**src/rtl/mw_eeprom_pkg.sv**
```systemverilog
package mw_eeprom_pkg;

    typedef enum logic [2:0] {
        ST_IDLE,
        ST_HUNT,
        ST_OPC,
        ST_ADDR,
        ST_DATA,
        ST_READ,
        ST_HOLD
    } mw_state_e;

    typedef enum logic [1:0] {
        OPC_SPECIAL = 2'b00,
        OPC_WRITE   = 2'b01,
        OPC_READ    = 2'b10,
        OPC_ERASE   = 2'b11
    } mw_opc_e;

    typedef enum logic [1:0] {
        SUB_LOCK   = 2'b00,
        SUB_FILL   = 2'b01,
        SUB_WIPE   = 2'b10,
        SUB_UNLOCK = 2'b11
    } mw_sub_e;

    typedef enum logic [1:0] {
        KIND_WORD_WR  = 2'd0,
        KIND_WORD_CLR = 2'd1,
        KIND_ALL_CLR  = 2'd2,
        KIND_ALL_WR   = 2'd3
    } mw_kind_e;

endpackage

```
**src/rtl/mw_sync.sv**
```systemverilog
module mw_sync #(
    parameter int WIDTH  = 3,
    parameter int STAGES = 2
) (
    input  logic             clk,
    input  logic             rst_n,
    input  logic [WIDTH-1:0] d_i,
    output logic [WIDTH-1:0] q_o
);

    logic [WIDTH-1:0] stage_q [STAGES];

    always_ff @(posedge clk or negedge rst_n) begin
        if (!rst_n) begin
            for (int i = 0; i < STAGES; i++) begin
                stage_q[i] <= '0;
            end
        end else begin
            stage_q[0] <= d_i;
            for (int i = 1; i < STAGES; i++) begin
                stage_q[i] <= stage_q[i-1];
            end
        end
    end

    assign q_o = stage_q[STAGES-1];

endmodule

```
**src/rtl/mw_rd_path.sv**
```systemverilog
module mw_rd_path #(
    parameter int AW16 = 6,
    parameter int DW   = 16
) (
    input  logic            clk,
    input  logic            rst_n,
    input  logic            org,
    input  logic            start_i,
    input  logic [AW16:0]   start_addr_i,
    input  logic            step_i,
    input  logic            active_i,
    input  logic [DW-1:0]   rd_data_i,
    output logic [AW16:0]   rd_addr_o,
    output logic            bit_o,
    output logic            oe_o
);

    localparam int AW8  = AW16 + 1;
    localparam int HW   = DW / 2;
    localparam int CW   = $clog2(DW + 1);
    localparam logic [AW8-1:0] MASK16 = AW8'((1 << AW16) - 1);

    logic [AW8-1:0] addr_q;
    logic [DW-1:0]  sh_q;
    logic [DW-1:0]  ld_word;
    logic [CW-1:0]  cnt_q;
    logic [CW-1:0]  wbits;
    logic [AW8-1:0] addr_inc;
    logic           need_q;
    logic           bit_q;
    logic           oe_q;

    // Align the word so its MSB always sits in the top bit of the shifter.
    always_comb begin
        ld_word  = org ? rd_data_i : {rd_data_i[HW-1:0], {HW{1'b0}}};
        wbits    = org ? CW'(DW) : CW'(HW);
        addr_inc = org ? ((addr_q + AW8'(1)) & MASK16) : (addr_q + AW8'(1));
    end

    always_ff @(posedge clk or negedge rst_n) begin
        if (!rst_n) begin
            addr_q <= '0;
            sh_q   <= '0;
            cnt_q  <= '0;
            need_q <= 1'b0;
            bit_q  <= 1'b0;
            oe_q   <= 1'b0;
        end else if (start_i) begin
            addr_q <= start_addr_i;
            oe_q   <= 1'b1;
            bit_q  <= 1'b0;
            need_q <= 1'b1;
            cnt_q  <= '0;
        end else if (!active_i) begin
            oe_q   <= 1'b0;
            need_q <= 1'b0;
        end else if (step_i) begin
            if (need_q) begin
                bit_q  <= ld_word[DW-1];
                sh_q   <= {ld_word[DW-2:0], 1'b0};
                cnt_q  <= wbits - CW'(1);
                need_q <= 1'b0;
            end else begin
                bit_q <= sh_q[DW-1];
                sh_q  <= {sh_q[DW-2:0], 1'b0};
                cnt_q <= cnt_q - CW'(1);
                if (cnt_q == CW'(1)) begin
                    addr_q <= addr_inc;
                    need_q <= 1'b1;
                end
            end
        end
    end

    assign rd_addr_o = addr_q;
    assign bit_o     = bit_q;
    assign oe_o      = oe_q;

endmodule

```
**src/rtl/mw_eeprom_slave.sv**
```systemverilog
module mw_eeprom_slave
    import mw_eeprom_pkg::*;
#(
    parameter int AW16 = 6,
    parameter int DW   = 16
) (
    input  logic            clk,
    input  logic            rst_n,
    input  logic            cs,
    input  logic            sk,
    input  logic            di,
    input  logic            org,
    output logic            do_o,
    output logic            do_oe,
    output logic [AW16:0]   rd_addr,
    input  logic [DW-1:0]   rd_data,
    input  logic            eng_busy,
    output logic            wr_req,
    output logic [1:0]      wr_kind,
    output logic [AW16:0]   wr_addr,
    output logic [DW-1:0]   wr_data
);

    localparam int AW8  = AW16 + 1;
    localparam int HW   = DW / 2;
    localparam int MAXB = (DW > AW8) ? DW : AW8;
    localparam int CNTW = $clog2(MAXB + 1);

    // Pin sampling and shift-clock edge detection
    logic [2:0] sync_q;
    logic       cs_s, sk_s, di_s, sk_d, sk_rise;

    mw_sync #(.WIDTH(3), .STAGES(2)) u_sync (
        .clk   (clk),
        .rst_n (rst_n),
        .d_i   ({cs, sk, di}),
        .q_o   (sync_q)
    );

    assign cs_s = sync_q[2];
    assign sk_s = sync_q[1];
    assign di_s = sync_q[0];

    always_ff @(posedge clk or negedge rst_n) begin
        if (!rst_n) sk_d <= 1'b0;
        else        sk_d <= sk_s;
    end

    assign sk_rise = sk_s & ~sk_d;

    // Control state and datapath registers
    mw_state_e      state, state_nx;
    mw_opc_e        opc_q;
    mw_kind_e       pend_kind, kind_q;
    logic [AW8-1:0] addr_sh, addr_nx, waddr_q;
    logic [DW-1:0]  data_sh, wdata_q;
    logic [CNTW-1:0] cnt;
    logic [CNTW-1:0] addr_bits, word_bits;
    logic           cnt_end;
    logic           we_en, stat_armed, pend_vld, req_q;
    mw_sub_e        top2;

    // Read path hookup
    logic           rd_start, rd_step, rd_active, rd_bit, rd_oe;
    logic           stat_on;

    always_comb begin
        addr_nx   = {addr_sh[AW8-2:0], di_s};
        addr_bits = org ? CNTW'(AW16) : CNTW'(AW8);
        word_bits = org ? CNTW'(DW) : CNTW'(HW);
        cnt_end   = (cnt == '0);
        top2      = org ? mw_sub_e'(addr_nx[AW16-1:AW16-2])
                        : mw_sub_e'(addr_nx[AW8-1:AW8-2]);
    end

    // Next-state logic
    always_comb begin
        state_nx = state;
        if (!cs_s) begin
            state_nx = ST_IDLE;
        end else begin
            unique case (state)
                ST_IDLE: state_nx = ST_HUNT;
                ST_HUNT: begin
                    if (sk_rise && di_s && !eng_busy) state_nx = ST_OPC;
                end
                ST_OPC: begin
                    if (sk_rise && cnt_end) state_nx = ST_ADDR;
                end
                ST_ADDR: begin
                    if (sk_rise && cnt_end) begin
                        case (opc_q)
                            OPC_READ:  state_nx = ST_READ;
                            OPC_WRITE: state_nx = ST_DATA;
                            OPC_ERASE: state_nx = ST_HOLD;
                            default:   state_nx = (top2 == SUB_FILL) ? ST_DATA : ST_HOLD;
                        endcase
                    end
                end
                ST_DATA: begin
                    if (sk_rise && cnt_end) state_nx = ST_HOLD;
                end
                ST_READ: state_nx = ST_READ;
                ST_HOLD: state_nx = ST_HOLD;
                default: state_nx = ST_IDLE;
            endcase
        end
    end

    // State register
    always_ff @(posedge clk or negedge rst_n) begin
        if (!rst_n) state <= ST_IDLE;
        else        state <= state_nx;
    end

    // Shift, count and decode registers
    always_ff @(posedge clk or negedge rst_n) begin
        if (!rst_n) begin
            opc_q      <= OPC_SPECIAL;
            addr_sh    <= '0;
            data_sh    <= '0;
            cnt        <= '0;
            we_en      <= 1'b0;
            stat_armed <= 1'b0;
            pend_vld   <= 1'b0;
            pend_kind  <= KIND_WORD_WR;
            req_q      <= 1'b0;
            kind_q     <= KIND_WORD_WR;
            waddr_q    <= '0;
            wdata_q    <= '0;
        end else begin
            req_q <= 1'b0;
            if (!cs_s) begin
                if (state == ST_HOLD && pend_vld && we_en) begin
                    req_q      <= 1'b1;
                    kind_q     <= pend_kind;
                    waddr_q    <= addr_sh;
                    wdata_q    <= data_sh;
                    stat_armed <= 1'b1;
                end
                pend_vld <= 1'b0;
            end else begin
                case (state)
                    ST_HUNT: begin
                        if (sk_rise && di_s && !eng_busy) begin
                            stat_armed <= 1'b0;
                            opc_q      <= OPC_SPECIAL;
                            cnt        <= CNTW'(1);
                        end
                    end
                    ST_OPC: begin
                        if (sk_rise) begin
                            opc_q <= mw_opc_e'({opc_q[0], di_s});
                            if (cnt_end) begin
                                cnt     <= addr_bits - CNTW'(1);
                                addr_sh <= '0;
                            end else begin
                                cnt <= cnt - CNTW'(1);
                            end
                        end
                    end
                    ST_ADDR: begin
                        if (sk_rise) begin
                            addr_sh <= addr_nx;
                            if (cnt_end) begin
                                data_sh <= '0;
                                cnt     <= word_bits - CNTW'(1);
                                case (opc_q)
                                    OPC_WRITE: pend_kind <= KIND_WORD_WR;
                                    OPC_ERASE: begin
                                        pend_kind <= KIND_WORD_CLR;
                                        pend_vld  <= 1'b1;
                                    end
                                    OPC_SPECIAL: begin
                                        case (top2)
                                            SUB_UNLOCK: we_en <= 1'b1;
                                            SUB_LOCK:   we_en <= 1'b0;
                                            SUB_WIPE: begin
                                                pend_kind <= KIND_ALL_CLR;
                                                pend_vld  <= 1'b1;
                                            end
                                            default: pend_kind <= KIND_ALL_WR;
                                        endcase
                                    end
                                    default: ;
                                endcase
                            end else begin
                                cnt <= cnt - CNTW'(1);
                            end
                        end
                    end
                    ST_DATA: begin
                        if (sk_rise) begin
                            data_sh <= {data_sh[DW-2:0], di_s};
                            if (cnt_end) pend_vld <= 1'b1;
                            else         cnt <= cnt - CNTW'(1);
                        end
                    end
                    default: ;
                endcase
            end
        end
    end

    assign rd_start  = cs_s && (state == ST_ADDR) && sk_rise && cnt_end && (opc_q == OPC_READ);
    assign rd_step   = cs_s && (state == ST_READ) && sk_rise;
    assign rd_active = cs_s && (state == ST_READ);

    mw_rd_path #(.AW16(AW16), .DW(DW)) u_rd (
        .clk          (clk),
        .rst_n        (rst_n),
        .org          (org),
        .start_i      (rd_start),
        .start_addr_i (addr_nx),
        .step_i       (rd_step),
        .active_i     (rd_active),
        .rd_data_i    (rd_data),
        .rd_addr_o    (rd_addr),
        .bit_o        (rd_bit),
        .oe_o         (rd_oe)
    );

    // Output process
    always_comb begin
        stat_on = cs_s && (state == ST_HUNT) && stat_armed;
        do_oe   = stat_on | rd_oe;
        do_o    = stat_on ? ~eng_busy : (rd_oe & rd_bit);
        wr_req  = req_q;
        wr_kind = kind_q;
        wr_addr = waddr_q;
        wr_data = wdata_q;
    end

endmodule

```
**config.mk**
```make
export PLATFORM = sky130hd
export DESIGN_NAME = mw_eeprom_slave
export DESIGN_NICKNAME = d
export VERILOG_FILES = /design/src/rtl/mw_eeprom_pkg.sv /design/src/rtl/mw_sync.sv /design/src/rtl/mw_rd_path.sv /design/src/rtl/mw_eeprom_slave.sv
export SDC_FILE = /design/constraint.sdc
export NUM_CORES = 1
export LEC_CHECK = 0
export BUFFER_PORTS_ARGS = -buffer_cell sky130_fd_sc_hd__buf_4
export CAP_MARGIN = 10
export CORE_MARGIN = 2
export CORE_UTILIZATION = 50
export CTS_CLUSTER_SIZE = 16
export DETAILED_ROUTE_END_ITERATION = 8
export PLACE_DENSITY_LB_ADDON = 0.2
export SLEW_MARGIN = 25
export SYNTH_ARGS = -nofsm -noshare
export SYNTH_HDL_FRONTEND = slang
export SYNTH_HIERARCHICAL = 1
export SYNTH_SLANG_ARGS = --single-unit
```
**constraint.sdc**
```tcl
create_clock -name clk -period 6.8 [get_ports clk]
set_input_delay 0.68 -clock clk [delete_from_list [all_inputs] [get_ports clk]]
set_output_delay 0.68 -clock clk [all_outputs]
set_load 0.005 [all_outputs]
```
==> results of run 1 <==
metal layers:
metal / vias to the layer above / routed length, um / global-route usage [%]
met5: - / 0 / 0
met4: 0 / 71 / 5.77
met3: 8 / 415 / 5.22
met2: 88 / 4780 / 31.6
met1: 1711 / 4870 / 29.3
li1: 1670 / - / -
cells in the final DEF (no fill, tap or decap), drive strengths merged, types with 2 or more instances in the layout:
cell / synthesis / routed
o21bai: 2 / 2
nor3: 3 / 3
a32oi: 2 / 2
a211oi: 3 / 3
mux2: 30 / 30
nand2b: 5 / 5
a21oi: 19 / 19
mux2i: 14 / 14
o31ai: 2 / 2
ha: 12 / 12
nand4: 2 / 2
nor3b: 5 / 5
nor2b: 10 / 10
clkinvlp: 0 / 2
a22o: 17 / 17
inv: 18 / 20
nor4b: 4 / 4
bufinv: 0 / 2
xor2: 4 / 4
o21ai: 38 / 38
or4: 3 / 3
a31oi: 4 / 4
nand3b: 3 / 3
o2bb2ai: 2 / 2
nand2: 56 / 56
buf: 13 / 61
dfrtp: 101 / 101
nand3: 18 / 18
o22ai: 2 / 2
nor2: 12 / 12
and3: 2 / 2
and3b: 3 / 3
clkbuf: 14 / 10
and2: 5 / 5
registers in the layout (all words and copies together) (netlist names), 2 cells and up:
register and flops:
u_rd/sh_q 15, addr_sh 7, wr_kind 2, u_rd/cnt_q 5, data_sh 16, opc_q 2, u_sync/q_o 3, u_rd/rd_addr_o 7
state 3, u_sync/stage_q 3, wr_addr 7, wr_data 16, pend_kind 2, cnt 5
Yosys cell counts (all sizes together), types with 3 or more instances:
master / number
nand3: 18
nand3b: 3
xor2: 4
a21oi: 19
o21ai: 38
nor3: 3
inv: 18
a31oi: 4
ha: 12
nor4b: 4
nand2b: 5
clkbuf: 14
and3b: 3
mux2: 30
nor2b: 10
and2: 5
buf: 13
mux2i: 14
nor3b: 5
or4: 3
a22o: 17
dfrtp: 101
nand2: 56
nor2: 12
a211oi: 3
final cells by class:
| type | instances | area, um^2 | area share [%] |
|---|---|---|---|
| multi-input cells | 302 | 2150 | 38.5 |
| flip-flops and latches | 101 | 2530 | 45.2 |
| inverters | 18 | 67.6 | 1.21 |
| well taps | 133 | 166 | 2.97 |
| clock buffers | 10 | 128 | 2.28 |
| repair buffers | 61 | 458 | 8.18 |
| clock inverters | 6 | 95.1 | 1.70 |
worst min-delay path by stage:
stage / from / end / slack (ns) / cells after the start
after floorplan: u_sync/stage_q[3] / u_sync/q_o[0] / 0.33 / 0
after global placement: u_sync/stage_q[5] / u_sync/q_o[2] / 0.33 / 0
after detailed placement: u_sync/stage_q[3] / u_sync/q_o[0] / 0.34 / 0
after CTS: rst_n / u_rd/sh_q[3] / 0.31 / 1
after global routing: rst_n / u_rd/sh_q[3] / 0.32 / 1
final: rst_n / u_rd/sh_q[3] / 0.29 / 1
cell families (layout without fill, tap and decap cells):
| family | Yosys count | after routing |
|---|---|---|
| compound gates | 103 | 103 |
| xor+xnor | 5 | 5 |
| fa+ha+maj | 12 | 12 |
| buf+inv | 45 | 95 |
| flops | 101 | 101 |
| mux | 44 | 44 |
| simple gates | 138 | 138 |
worst reg2reg max path: cells and delay by family, from the launching register on:
kind	cells	cell delay, ns
compound gates	1	0.12
flops	1	0.82
simple gates	5	2.04
buf+inv	1	0.25
power by group:
part | switching (mW) | internal, mW | leakage (nW)
combinational | 0.0373 | 0.0252 | 1.35
clock | 0.212 | 0.211 | 0.105
sequential | 0.00981 | 0.608 | 1.28
per-stage QoR:
| stage | setup slack [ns] | power [mW] | utilization, % |
|---|---|---|---|
| after floorplan | 4.16 | 0.658 | - |
| after detailed placement | 3.49 | 0.693 | 55.8 |
| after CTS | 3.47 | 1.12 | 58.1 |
| final | 3.42 | 1.10 | 58.1 |
| after global routing | 2.90 | 1.15 | 58.1 |
| after global placement | 3.73 | 0.691 | 55.7 |
==> flow_summary.yaml, run 1 <==
detailed_routing:
  firstDrtPassIters: 4
  drtIter0Drc: 143
  wl_per_cell_um: 16.1
  ant_nets: 0
  avgViaCountPerCell: 5.51
  via_count: 3477
  drcViolationCount: 0
  drt_wl_total_um: 10100
place:
  placed_cells: 615
  gp_congestion: 0.902
  dpl.hpwl_um: 6930
  io_buffers: 57
  dpl_cell_area_um2: 5370
clock_network:
  insertion_delay_ns: 0.36
  cts_buffers: 9
  postCtsHoldBufs: 0
  cts.path.max_buffers: 2
  ctsResizeCount: 0
  post_cts_buffers: 0
  clkTransAtPathRegs_ns: 0.09
  cts.sinks: 101
  cts-htree-levels: 3
  cts-root-buf: "clkbuf_8"
  cts_tree: "yes"
job:
  maxCapViolCount: 0
floorplan:
  num_rows: 36
  start_util_pct: 50.6
  die_width_um: 103
  ioPinCount: 58
  die_h_um: 103
  die_area_um2: 10600
  core_area_um2: 9640
sta:
  rsz0062_at_grt: "no"
  timing.final.crit_share_pct: 49.8
  period_needed_ns: 3.38
  hold_ws_ns: 0.294
  finalHoldViolCount: 0
  worst_pin_slew_ns: 0.958
  clock.fmax_mhz: 296
  finalSetupTns_ns: 0
  slew_violations: 0
  finalClockSkew_ns: 0.0119
  setup_viol_count_final: 0
  relSlewSlack_pct: 36.2
logic_synthesis:
  seq_area_frac_synth_pct: 51.8
  synth_area_um2: 4880
  synth-simple-area-share_pct: 15.1
  synthMuxAreaShare_pct: 11.2
  yosys_warnings: 6
  synth.avg_cell_area_um2: 10.9
  synth-compound-area-share_pct: 13.7
  synth_top_area_share_pct: 51.8
  yosysTopAreaCell: "dfrtp_1"
  synth_area_leaders: "dfrtp_1 (52%), mux2_4 (5.5%), nand2_1 (4.3%)"
  ys_async_sr_fraction_pct: 100
  netlist_instances: 448
  synthAdderAreaFrac_pct: 3.08
  synth-seq-cells: 101
  synth_cell_types: 61
  synth_edf_count: 0
  synth_top_family_by_area: "simple AND/OR/NAND/NOR gates"
  ys_dominant_reg_cell: "dfrtp_1"
  synth_nets: 483
  synthXorXnorAreaFrac_pct: 0.897
pwr:
  powerDensity_nw_per_um2: 197
  p_leak_nw: 2.73
  peakVddDrop_mv: 0.148
critical_path:
  cp.arrival_ns: 3.58
  worst-path-buf-inv: 1
  reg2reg_depth: 7
  r2r_end: "u_rd/sh_q[3]"
  crit_path_end_kind: "flip-flop"
  cp-start-kind: "flip-flop"
  critPathSlowestCell: "dfrtp_1"
  timing.reg2reg.setup_slack_ns: 3.42
  crit_type: "flip-flop to flip-flop"
  cp_max_fo: 30
  critical-path-top-delay-family: "simple AND/OR/NAND/NOR gates"
  reg2reg_from: "state[0]"
  critPathMaxStageDelay_ns: 0.82
  cp-endpoint: "u_rd/sh_q[3]"
  crit_chain: "inv_1 -> nor4b_1 -> and2_1 -> and2_2 -> nand2b_1 -> nand2_1 -> o21ai_0"
  crit_path_start: "state[0]"
  crit_required_ns: 7.00
  critical_path_depth: 7
cells_and_area:
  area_delta_synth_final_pct: 14.6
  antennaDiodeCount: 0
  finalNonFillerCells: 631
  fill_cells: 850
  drive_above_1_share_pct: 23.7
  stdcell_area_um2: 5600
  layout.nets: 528
global_route:
  grt_pass1_wl_um: 17000
  grt_max_degree: 59
  grt_pass1_vias: 3423
  track_usage_pct: 20.6
  grt_antenna_before_repair: 0
  overflow: 0
outcome:
  status: "finished, final reports clean"
worst_hold_path:
  hp-class: "input port to asynchronous set/reset pin"
Note: power is estimated with default switching activity, not from simulation.
==> run 2: changes to the inputs <==
--- a/config.mk
+++ b/config.mk
@@ -5,6 +5,7 @@
 export SDC_FILE = /design/constraint.sdc
 export NUM_CORES = 1
 export LEC_CHECK = 0
+export ABC_AREA = 1
 export BUFFER_PORTS_ARGS = -buffer_cell sky130_fd_sc_hd__buf_4
 export CAP_MARGIN = 10
 export CORE_MARGIN = 2
==> constraint.sdc (replaced) <==
create_clock -name clk -period 3.1 [get_ports clk]
set_input_delay 0.31 -clock clk [delete_from_list [all_inputs] [get_ports clk]]
set_output_delay 0.31 -clock clk [all_outputs]
set_load 0.005 [all_outputs]
==> flow_summary.yaml, run 2 <==
logic_synthesis:
  seq_area_frac_synth_pct: 50.3
  synth_nets: 677
  ys_async_sr_fraction_pct: 100
  synth_area_leaders: "dfrtp_1 (50%), nand2_1 (18%), nand3_1 (6.5%)"
  synth-seq-cells: 101
  synth.avg_cell_area_um2: 7.83
  yosys_warnings: 6
  synth_common_cells: "nand2_1 (235), dfrtp_1 (101), nand3_1 (65)"
  synth_cell_types: 33
  ys_dominant_reg_cell: "dfrtp_1"
  synth.most_common_cell: "nand2_1"
  synth_edf_count: 0
  yosysTopAreaCell: "dfrtp_1"
  synth_area_um2: 5020
  synth_top_area_share_pct: 50.3
  netlist_instances: 642
outcome:
  status: "finished, violations left"
  violations: "hold timing"
sta:
  finalSetupTns_ns: 0
  setup_viol_count_final: 0
  slew_violations: 0
  timing.final.crit_share_pct: 79.7
  hold_ws_ns: -0.0217
  period_needed_ns: 2.47
  clock.fmax_mhz: 405
  fin_ws_ns: 0.629
  rsz0062_at_grt: "no"
  worst_pin_slew_ns: 0.770
  finalHoldViolCount: 27
  finalClockSkew_ns: 0.0215
  relSlewSlack_pct: 48.7
critical_path:
  r2r_end: "u_rd/sh_q[2]"
  timing.reg2reg.setup_slack_ns: 0.63
  cp-start-kind: "flip-flop"
  critPathMaxStageDelay_ns: 0.60
  reg2reg_from: "cnt[0]"
  cp.arrival_ns: 2.72
  crit_top_cell: "o21ai_0"
  cp_max_fo: 36
  crit_path_end_kind: "flip-flop"
  crit_chain: "inv_1 -> ha_1 -> nand3_1 -> nor2_4 -> and3_1 -> nor2_4 -> o21ai_0 -> o21ai_0 -> o21ai_0"
  crit_required_ns: 3.35
  critical-path-top-delay-family: "simple AND/OR/NAND/NOR gates"
  crit_type: "flip-flop to flip-flop"
  reg2reg_depth: 9
  worst-path-buf-inv: 1
  critPathSlowestCell: "nor2_4"
detailed_routing:
  drt_wl_total_um: 10600
  drtIter0Drc: 279
  firstDrtPassIters: 5
  highest_layer: "met4"
  via_count: 4250
  avgViaCountPerCell: 5.12
  drcViolationCount: 0
  wl_per_cell_um: 12.8
  met1_length_um: 4840
  wl_met3_um: 572
  ant_nets: 0
  wl_met2_um: 5080
pwr:
  p_leak_nw: 2.92
  powerDensity_nw_per_um2: 513
  peakVddDrop_mv: 0.269
clock_network:
  postCtsHoldBufs: 0
  ctsResizeCount: 0
  clkTransAtPathRegs_ns: 0.12
  insertion_delay_ns: 0.37
  cts.path.max_buffers: 2
  post_cts_buffers: 0
  cts-htree-levels: 3
  cts_tree: "yes"
  cts.sinks: 101
  cts-root-buf: "clkbuf_8"
  cts_buffers: 9
floorplan:
  ioPinCount: 58
  die_h_um: 104
  die_width_um: 104
  start_util_pct: 51.4
  die_area_um2: 10900
  core_area_um2: 9770
  num_rows: 36
cells_and_area:
  antennaDiodeCount: 0
  drive_above_1_share_pct: 14.3
  area_delta_synth_final_pct: 13.9
  fill_cells: 910
  mostFrequentLayoutCells: "nand2_1 (235), dfrtp_1 (101), nand3_1 (65), buf_4 (60), inv_1 (53)"
  final_common_cell: "nand2_1"
  layout.nets: 727
global_route:
  track_usage_pct: 20.5
  grt_pass1_wl_um: 18400
  grt_antenna_before_repair: 0
  grt_pass1_vias: 4091
  grt_max_degree: 88
  overflow: 0
place:
  dpl.hpwl_um: 7460
  pre_cts_slack_ns: 0.683
  io_buffers: 57
  gp_congestion: 0.933
worst_hold_path:
  hp-class: "input port to asynchronous set/reset pin"
job:
  maxCapViolCount: 0
==> run 2: cell families after synthesis <==
kind of cell               after synthesis  synth area share, %
DFF                                    101                 50.3
adders and majority gates               12                 2.99
xor gates and xnor gates                 6                 1.05
AOI/OAI and AO/OA                       80                 8.24
buffers and inverters                   85                 7.74
and+or+nand+nor                        358                 29.7
==> run 2: layout make-up <==
| cell class | instances | area, um^2 | share of cell area [%] |
|---|---|---|---|
| flip-flops and latches | 101 | 2530 | 44.2 |
| multi-input cells | 456 | 2120 | 37.0 |
| repair buffers | 61 | 462 | 8.07 |
| inverters | 63 | 239 | 4.18 |
| well taps | 133 | 166 | 2.91 |
| clock buffers | 9 | 124 | 2.16 |
| clock inverters | 7 | 88.8 | 1.55 |
==> run 2: per-layer routing <==
metal,global-route usage [%],vias to the layer above
li1,-,2131
met1,26.8,1992
met2,34.1,112
met3,4.51,15
met4,6.37,0
met5,0,-
==> run 2: worst max path at each step <==
stage / cells past startpoint / startpoint / slack, ns / to
CTS: 9 / cnt[0] / 0.65 / u_rd/sh_q[2]
detailed placement: 9 / cnt[0] / 0.68 / u_rd/sh_q[2]
floorplan: 10 / cnt[0] / 1.19 / u_rd/rd_addr_o[4]
finish: 9 / cnt[0] / 0.63 / u_rd/sh_q[2]
global route: 9 / cnt[0] / 0.38 / u_rd/sh_q[2]
global placement: 9 / cnt[0] / 0.77 / u_rd/sh_q[2]
==> run 2: per-stage QoR <==
| step | power, mW | utilization [%] | std cells | instance area (um^2) |
|---|---|---|---|---|
| detailed placement | 2.10 | 56.3 | 814 | 5500 |
| global route | 3.12 | 58.6 | 830 | 5720 |
| floorplan | 1.93 | - | 642 | 5020 |
| CTS | 2.96 | 58.5 | 830 | 5720 |
| finish | 2.94 | 58.6 | 830 | 5720 |
| global placement | 2.09 | 56.3 | 814 | 5500 |
==> run 2: where the power goes <==
| part | internal, mW | total [mW] | switching [mW] |
|---|---|---|---|
| sequential | 1.38 | 1.45 | 0.0713 |
| clock | 0.328 | 0.851 | 0.523 |
| combinational | 0.216 | 0.634 | 0.418 |
==> run 3: changes to the inputs <==
--- a/config.mk
+++ b/config.mk
@@ -5,7 +5,7 @@
 export SDC_FILE = /design/constraint.sdc
 export NUM_CORES = 1
 export LEC_CHECK = 0
-export ABC_AREA = 1
+export ABC_AREA = 0
 export BUFFER_PORTS_ARGS = -buffer_cell sky130_fd_sc_hd__buf_4
 export CAP_MARGIN = 10
 export CORE_MARGIN = 2
==> constraint.sdc (replaced) <==
create_clock -name clk -period 2.05 [get_ports clk]
set_input_delay 0.205 -clock clk [delete_from_list [all_inputs] [get_ports clk]]
set_output_delay 0.205 -clock clk [all_outputs]
set_load 0.005 [all_outputs]
==> flow_summary.yaml, run 3 (synthesis gave the netlist of run 1 again) <==
sta:
  finalHoldViolCount: 0
  relSlewSlack_pct: 64.4
  worst_pin_slew_ns: 0.533
  rsz0062_at_grt: "yes"
  fin_ws_ns: 0.0539
  clock.fmax_mhz: 501
  finalClockSkew_ns: 0.00786
  setup_viol_count_final: 0
  period_needed_ns: 2.00
  finalSetupTns_ns: 0
  timing.final.crit_share_pct: 97.4
  slew_violations: 0
detailed_routing:
  wl_per_cell_um: 15.7
  via_count: 3621
  drtIter0Drc: 171
  avgViaCountPerCell: 5.37
  drt_wl_total_um: 10600
  firstDrtPassIters: 4
  ant_nets: 0
  drcViolationCount: 0
place:
  io_buffers: 57
  pre_cts_slack_ns: -0.0133
  dpl_cell_area_um2: 5680
  gp_congestion: 0.882
  dpl.hpwl_um: 7480
floorplan:
  ioPinCount: 58
  start_util_pct: 50.6
  die_area_um2: 10600
  die_h_um: 103
  num_rows: 36
  core_area_um2: 9640
  die_width_um: 103
cells_and_area:
  area_delta_synth_final_pct: 23.9
  layout.nets: 571
  area.sequential_um2: 2530
  stdcell_area_um2: 6050
  drive_above_1_share_pct: 30.7
  antennaDiodeCount: 0
  final_common_cell: "dfrtp_1"
  mostFrequentLayoutCells: "dfrtp_1 (101), buf_4 (96), nand2_1 (55), o21ai_0 (36)"
  fill_cells: 827
  multi_input_area_um2: 2230
  fin_util_pct: 62.7
critical_path:
  critPathSlowestCell: "or4b_4"
  cp-start-kind: "flip-flop"
  critical-path-top-delay-family: "simple AND/OR/NAND/NOR gates"
  critPathMaxStageDelay_ns: 0.48
  crit_path_end_kind: "flip-flop"
  crit_chain: "inv_1 -> ha_2 -> or4b_4 -> buf_4 -> nor2_4 -> o21ai_4 -> a22o_1"
  crit_type: "flip-flop to flip-flop"
  cp.arrival_ns: 2.25
  crit_required_ns: 2.30
  worst-path-buf-inv: 2
  cp_max_fo: 16
clock_network:
  cts-htree-levels: 3
  cts_buffers: 9
  clkTransAtPathRegs_ns: 0.10
  cts.path.max_buffers: 2
  cts.sinks: 101
  cts-root-buf: "clkbuf_8"
  insertion_delay_ns: 0.36
  cts_tree: "yes"
pwr:
  peakVddDrop_mv: 0.435
  p_leak_nw: 3.00
  powerDensity_nw_per_um2: 597
global_route:
  track_usage_pct: 20.9
  grt_max_degree: 38
  grt_pass1_wl_um: 17300
  grt_pass1_vias: 3462
  grt_antenna_before_repair: 0
  overflow: 0
outcome:
  status: "finished, final reports clean"
job:
  maxCapViolCount: 0
worst_hold_path:
  hp-class: "input port to flip-flop"
## run 3: final cells by class
cell class                      instances  share of cell area (%)
Timing Repair Buffer                  104                    14.0
Clock buffer                           10                    2.28
Sequential cell                       101                    41.8
Clock inverter                          6                    1.14
Tap cell                              133                    2.75
Multi-Input combinational cell        302                    36.9
Inverter                               18                    1.16
## run 3: tightest hold or removal path: stages
cell     delay [ns]
buf_4          0.11
nand2_1        0.05
o21ai_0        0.07
## run 3: final timing paths
| kind | cells after the start | start | endpoint | slack (ns) |
|---|---|---|---|---|
| setup reg to reg | 7 | cnt[1] | data_sh[9] | 0.05 |
| min in group asynchronous | 2 | rst_n | u_rd/sh_q[11] | 0.33 |
| hold / removal | 3 | rd_data[0] | u_rd/sh_q[1] | 0.11 |
| setup / recovery | 7 | cnt[1] | data_sh[9] | 0.05 |
| hold reg to reg | 0 | u_sync/stage_q[4] | u_sync/q_o[1] | 0.36 |
| max in group asynchronous | 3 | rst_n | we_en | 1.06 |
## run 3: stage by stage
stage          std cells  hold slack (ns)  power (mW)
2_1_floorplan        448          -0.0906        2.19
6_report             674            0.113        3.61
3_3_place_gp         646            0.198        2.32
4_1_cts              668            0.111        3.64
5_1_grt              674            0.124        3.78
3_5_place_dp         646            0.198        2.33
## run 3: report_power, final
part	internal, mW	switching [mW]	total, mW
logic	0.124	0.153	0.276
clock network	0.611	0.692	1.30
registers	2.02	0.0184	2.03
## run 3: repair_timing
| item | 4_1_cts | 5_1_grt |
|---|---|---|
| hold endpoints to repair | 36 | 0 |
| resized for setup | 2 | 8 |
| setup buffers | 2 | 5 |
| gates cloned | 0 | 1 |
| pin swaps | 1 | 6 |
| setup endpoints to repair | 18 | 38 |
| hold buffers | 4 | 0 |
## run 3: metal layers
layer / routed length (um) / vias up / global-route usage, %
met5: 0 / - / 0
met4: 187 / 0 / 6.28
met3: 450 / 15 / 4.81
met2: 5010 / 92 / 31.9
met1: 4960 / 1756 / 30.1
li1: - / 1758 / -
